<file path="src/rtl/fp8w_pkg.sv">
package fp8w_pkg;

   localparam int unsigned FMT_W = 3;
   localparam logic [31:0] CANON_QNAN = 32'h7FC0_0000;

   typedef enum logic [FMT_W-1:0] {
      FMT_E5M2_IEEE  = 3'd0,
      FMT_E4M3_FIN   = 3'd1,
      FMT_E5M2_UZ    = 3'd2,
      FMT_E4M3_UZ    = 3'd3,
      FMT_E4M3_B11UZ = 3'd4
   } fp8_fmt_e;

   // Decode rules for one encoding
   typedef struct packed {
      logic       known;      // code names a defined encoding
      logic       wide_exp;   // 5 exponent bits (else 4)
      logic       has_inf;    // all-ones exponent means inf / NaN
      logic       nan_ones;   // only all-ones magnitude is NaN
      logic       uz;         // 0x80 is the single NaN
      logic [4:0] bias;
   } fmt_info_t;

   function automatic fmt_info_t fmt_lookup(logic [FMT_W-1:0] code);
      fmt_info_t r;
      r = '0;
      case (code)
         FMT_E5M2_IEEE:  r = '{known:1'b1, wide_exp:1'b1, has_inf:1'b1, nan_ones:1'b0, uz:1'b0, bias:5'd15};
         FMT_E4M3_FIN:   r = '{known:1'b1, wide_exp:1'b0, has_inf:1'b0, nan_ones:1'b1, uz:1'b0, bias:5'd7};
         FMT_E5M2_UZ:    r = '{known:1'b1, wide_exp:1'b1, has_inf:1'b0, nan_ones:1'b0, uz:1'b1, bias:5'd16};
         FMT_E4M3_UZ:    r = '{known:1'b1, wide_exp:1'b0, has_inf:1'b0, nan_ones:1'b0, uz:1'b1, bias:5'd8};
         FMT_E4M3_B11UZ: r = '{known:1'b1, wide_exp:1'b0, has_inf:1'b0, nan_ones:1'b0, uz:1'b1, bias:5'd11};
         default:        r = '0;
      endcase
      return r;
   endfunction

endpackage

</file>
<file path="src/rtl/fp8w_msb.sv">
// Index of the highest set bit of a small vector.
module fp8w_msb #(
   parameter int unsigned W  = 3,
   localparam int unsigned IW = (W > 1) ? $clog2(W) : 1
) (
   input  logic [W-1:0]  vec,
   output logic [IW-1:0] idx
);
   always_comb begin
      idx = '0;
      for (int i = 0; i < int'(W); i++) begin
         if (vec[i]) idx = IW'(i);
      end
   end
endmodule

</file>
<file path="src/rtl/fp8w_lane.sv">
// Widens one 8-bit value to single precision under a given encoding.
module fp8w_lane
   import fp8w_pkg::*;
(
   input  fmt_info_t   info,
   input  logic [7:0]  code,
   output logic [31:0] wide
);
   logic       sgn;
   logic [4:0] efield;
   logic [2:0] frac3;   // fraction, left aligned to 3 bits
   logic [4:0] emax;
   logic [1:0] lead;
   logic [2:0] sub_frac;
   logic [7:0] norm_exp;
   logic [7:0] sub_exp;

   assign sgn    = code[7];
   assign efield = info.wide_exp ? code[6:2] : {1'b0, code[6:3]};
   assign frac3  = info.wide_exp ? {code[1:0], 1'b0} : code[2:0];
   assign emax   = info.wide_exp ? 5'd31 : 5'd15;

   fp8w_msb #(.W(3)) u_msb (
      .vec (frac3),
      .idx (lead)
   );

   // value = frac3 * 2^(1-bias-3); leading one at bit 'lead'
   assign sub_frac = frac3 << (2'd3 - lead);
   assign sub_exp  = 8'd125 + 8'(lead) - 8'(info.bias);
   assign norm_exp = 8'(efield) + 8'd127 - 8'(info.bias);

   always_comb begin
      if (!info.known) begin
         wide = CANON_QNAN;
      end else if (info.uz && code == 8'h80) begin
         wide = CANON_QNAN;
      end else if (info.has_inf && efield == emax) begin
         wide = (frac3 == 3'd0) ? {sgn, 8'hFF, 23'd0} : CANON_QNAN;
      end else if (info.nan_ones && code[6:0] == 7'h7F) begin
         wide = CANON_QNAN;
      end else if (efield == 5'd0) begin
         if (frac3 == 3'd0) wide = {sgn, 31'd0};
         else               wide = {sgn, sub_exp, sub_frac, 20'd0};
      end else begin
         wide = {sgn, norm_exp, frac3, 20'd0};
      end
   end
endmodule

</file>
<file path="src/rtl/fp8w_top.sv">
module fp8w_top
   import fp8w_pkg::*;
#(
   parameter int unsigned LANES  = 8,
   parameter int unsigned ELEM_W = 8,
   parameter int unsigned WIDE_W = 32,
   localparam int unsigned IN_W  = LANES * ELEM_W,
   localparam int unsigned OUT_W = LANES * WIDE_W
) (
   input  logic               clk,
   input  logic               rst_n,
   input  logic               in_valid,
   output logic               in_ready,
   input  logic [FMT_W-1:0]   in_fmt,
   input  logic [IN_W-1:0]    in_word,
   output logic               out_valid,
   input  logic               out_ready,
   output logic [OUT_W-1:0]   out_lanes
);
   if (ELEM_W != 8) begin : g_bad_elem
      $error("fp8w_top: ELEM_W must be 8");
   end
   if (WIDE_W != 32) begin : g_bad_wide
      $error("fp8w_top: WIDE_W must be 32");
   end
   if (LANES < 1) begin : g_bad_lanes
      $error("fp8w_top: LANES must be at least 1");
   end

   fmt_info_t          info;
   logic [OUT_W-1:0]   wide_d;
   logic               accept;

   assign info = fmt_lookup(in_fmt);

   for (genvar g = 0; g < int'(LANES); g++) begin : g_lane
      fp8w_lane u_lane (
         .info (info),
         .code (in_word[g*ELEM_W +: ELEM_W]),
         .wide (wide_d[g*WIDE_W +: WIDE_W])
      );
   end

   assign in_ready = ~out_valid | out_ready;
   assign accept   = in_valid & in_ready;

   always_ff @(posedge clk or negedge rst_n) begin
      if (!rst_n) begin
         out_valid <= 1'b0;
         out_lanes <= '0;
      end else if (accept) begin
         out_valid <= 1'b1;
         out_lanes <= wide_d;
      end else if (out_ready) begin
         out_valid <= 1'b0;
      end
   end
endmodule

</file>
<file path="config.mk">
export PLATFORM = sky130hd
export DESIGN_NAME = fp8w_top
export DESIGN_NICKNAME = d
export VERILOG_FILES = /design/src/rtl/fp8w_pkg.sv /design/src/rtl/fp8w_msb.sv /design/src/rtl/fp8w_lane.sv /design/src/rtl/fp8w_top.sv
export SDC_FILE = /design/constraint.sdc
export NUM_CORES = 1
export LEC_CHECK = 0
export BUFFER_PORTS_ARGS = -buffer_cell sky130_fd_sc_hd__buf_2
export CAP_MARGIN = 20
export CORE_MARGIN = 1.5
export CORE_UTILIZATION = 25
export DETAILED_ROUTE_END_ITERATION = 10
export GPL_ROUTABILITY_DRIVEN = 0
export PLACE_DENSITY = 0.45
export SYNTH_ARGS = -nofsm -noshare
export SYNTH_HDL_FRONTEND = slang
export SYNTH_SLANG_ARGS = --single-unit
</file>
<file path="constraint.sdc">
create_clock -name clk -period 4 [get_ports clk]
set_input_delay 0.2 -clock clk [delete_from_list [all_inputs] [get_ports clk]]
set_output_delay 0.2 -clock clk [all_outputs]
set_load 0.005 [all_outputs]
</file>
==> impl_metrics.csv <==
group,metric,value,unit
route,vias,8862,
grt,grt_max_degree,49,
worst_hold_path,min_from,"in_valid",
synthesis,yosys-top-cells-area,"dfrtp_1 (25%), buf_4 (12%), ha_1 (9.5%)",
clock_tree,clk_latency,370,ps
synthesis,yosysTopAreaCellShare,0.248,
synthesis,synth_flop_cell,"dfrtp_1",
sta,fin_skew,4.59,ps
clock_tree,cts_root_buffer,"clkbuf_16",
floorplan,core,38600,um^2
placement,portBuffers,168,
grt,grt_pass1_wl,51000,um
synthesis,synthTopCellsByCount,"nand2_1 (184), buf_4 (162), nor2_1 (131), dfrtp_1 (97), ha_1 (74)",
power_and_ir_drop,powerDensity,311,nW/um^2
flow_run,cap_violations,0,
worst_setup_path,r2r_cells,7,
synthesis,synthArstFlopShare,1.00,
placement,place_hpwl,25600,um
sta,slew_headroom,0.371,
worst_hold_path,hold_end,"out_valid",
power_and_ir_drop,p_seq_frac,0.367,
placement,dp_cells,1899,
worst_setup_path,worstSetupPathType,"in -> reg",
power_and_ir_drop,p_sw,1.29,mW
synthesis,syn_avg_cell_area,7.84,um^2
worst_setup_path,crit_path_end_kind,"flip-flop",
floorplan,start_util,0.253,
power_and_ir_drop,p_leak,4.99,nW
power_and_ir_drop,ir_drop,0.146,mV
synthesis,synthesis.area,9790,um^2
clock_tree,cts_tree,"done",
layout,fin_util,0.282,
worst_setup_path,cp.required,4290,ps
synthesis,synth_edf_count,0,
worst_setup_path,r2r-end,"out_lanes[61]",
worst_hold_path,hold_class,"in -> reg",
power_and_ir_drop,power,3.39,mW
worst_setup_path,arrival,3420,ps
clock_tree,cts_made_buffers,9,
sta,worst_pin_slew,940,ps
sta,layout_min_cycle_time,3120,ps
outcome,outcome,"finished, final reports clean",
layout,diodes,0,
synthesis,synth_most_common_cell,"nand2_1",
route,postRouteAntennaNets,0,
clock_tree,htreeDepth,3,
route,wl,33700,um
layout,fin_cells,1913,
layout,nFillCells,4293,
synthesis,ys_types,69,
sta,setup_viol,0,
grt,overflow,0,
floorplan,dieArea,40400,um^2
power_and_ir_drop,power_frac_comb,0.388,
route,drt_pass1_iterations,5,
synthesis,syn_inst,1248,
worst_setup_path,rr_startpoint,"out_valid",
synthesis,yosysTopAreaCell,"dfrtp_1",
power_and_ir_drop,clkPwrFrac,0.245,
floorplan,die_w,201,um
route,route.detailed.drc,0,
power_and_ir_drop,swShare,0.380,
layout,nets,1554,
sta,fin_tns_setup,0,ps
floorplan,placement_rows,72,
clock_tree,cts_resized,0,
clock_tree,clk_pin_slew_worst_paths,70,ps
clock_tree,cts_setup_buffers,0,
synthesis,yosysWarnings,0,
worst_setup_path,regToRegSetupSlack,1930,ps
route,vias_per_cell,4.63,
worst_hold_path,hold_depth,2,
grt,grt_pass1_vias,8478,
grt,antenna_found_initial,0,
sta,whs,80.0,ps
sta,final_max_slew_viol_count,0,
route,dr.first_iter.drc_count,581,
power_and_ir_drop,intPower,2.10,mW
clock_tree,cts_buffer_depth,2,
synthesis,yosysSeqAreaShare,0.248,
synthesis,ys_ff_latch,97,
floorplan,dieHeight,201,um
layout,drive_above_1_share,0.166,
sta,fin_crit_sh,0.781,
grt,grt.total_usage,0.165,
sta,rsz0062_at_grt,"false",
worst_setup_path,cp_max_fo,22,
route,wl_per_cell,17.6,um
sta,fmax,320,MHz
sta,finalHoldViolations,0,
layout,area_growth,11.4,%
floorplan,ios,329,
worst_setup_path,cp-start-kind,"primary input",
clock_tree,cts_sinks,97,
-- sequential cells by signal, indices dropped and copies added (netlist names) --
| register | count |
|---|---|
| out_lanes | 96 |
| out_valid | 1 |
-- cell families (layout without fill, tap and decap cells) --
kind of cell | after synthesis | count (layout) | share of synthesized area
AOI/OAI and AO/OA | 273 | 273 | 0.187
xor gates and xnor gates | 35 | 35 | 0.0313
adders and majority gates | 90 | 90 | 0.127
buffers and inverters | 257 | 245 | 0.163
DFF | 97 | 97 | 0.248
muxes | 9 | 9 | 0.00920
other | 1 | 160 | 0.000383
and+or+nand+nor | 486 | 486 | 0.234
-- layer usage --
metal / track usage / wire, um
met5: 0 / 0
met2: 0.278 / 16100
met1: 0.218 / 15600
met4: 0.0465 / 595
met3: 0.0226 / 1360
-- power by group through the flow --
stage / registers, mW / clock network (mW) / logic, mW
2_1_floorplan: 1.26 / 0 / 0.882
3_3_place_gp: 1.26 / 0 / 1.33
3_5_place_dp: 1.26 / 0 / 1.33
4_1_cts: 1.25 / 0.870 / 1.34
5_1_grt: 1.27 / 0.894 / 1.49
6_report: 1.24 / 0.830 / 1.32
-- worst max-delay path: stages --
cell and delay (ps):
buf_2 290, or2_2 560, buf_4 340, mux2i_1 230
ha_1 250, inv_1 70, ha_1 170, inv_1 60
fa_1 400, nand2b_1 170, a21oi_1 250, xor2_1 170
nand2_1 70, a31oi_1 160
-- cell usage in the layout, fill, tap and decap left out, types with 23 or more instances in the layout --
master	netlist	routed
inv_1	39	39
nand3_1	53	53
nand2_1	184	184
ha_1	74	74
buf_4	162	23
o21ai_0	42	42
nor2_1	131	131
xor2_1	31	31
a31oi_1	44	44
a21oi_1	64	64
conb_1	1	160
dfrtp_1	97	97
buf_2	12	167
-- stage by stage --
stage               setup slack, ps  instance area, um^2
floorplan                       505                10400
global placement                566                10600
detailed placement              472                10600
CTS                             879                10900
global route                    607                10900
finish                          876                10900
-- timing repair --
item / 4_1_cts / 5_1_grt
hold buffers: 1 / 0
endpoints found under the hold margin: 13 / 0
setup endpoints to repair: 0 / 0
-- worst max-delay path by stage --
stage                     depth (start not counted)  slack, ps        endpoint      start
after floorplan                                  14        500  out_lanes[188]  in_fmt[0]
after global placement                           14        570   out_lanes[92]  in_fmt[0]
after detailed placement                         14        470   out_lanes[92]  in_fmt[0]
after CTS                                        14        880   out_lanes[92]  in_fmt[0]
after global routing                             14        610   out_lanes[92]  in_fmt[0]
final                                            14        880   out_lanes[92]  in_fmt[0]
-- layout make-up --
| type | count | area (um^2) | share of cell area |
|---|---|---|---|
| Sequential cell | 97 | 2430 | 0.223 |
| Clock buffer | 12 | 246 | 0.0226 |
| Tap cell | 518 | 648 | 0.0595 |
| Timing Repair Buffer | 193 | 1060 | 0.0971 |
| Inverter | 39 | 146 | 0.0134 |
| Multi-Input combinational cell | 1053 | 6370 | 0.584 |
| Clock inverter | 1 | 5.00 | 0.000459 |
Power figures use the tool's default switching activity.
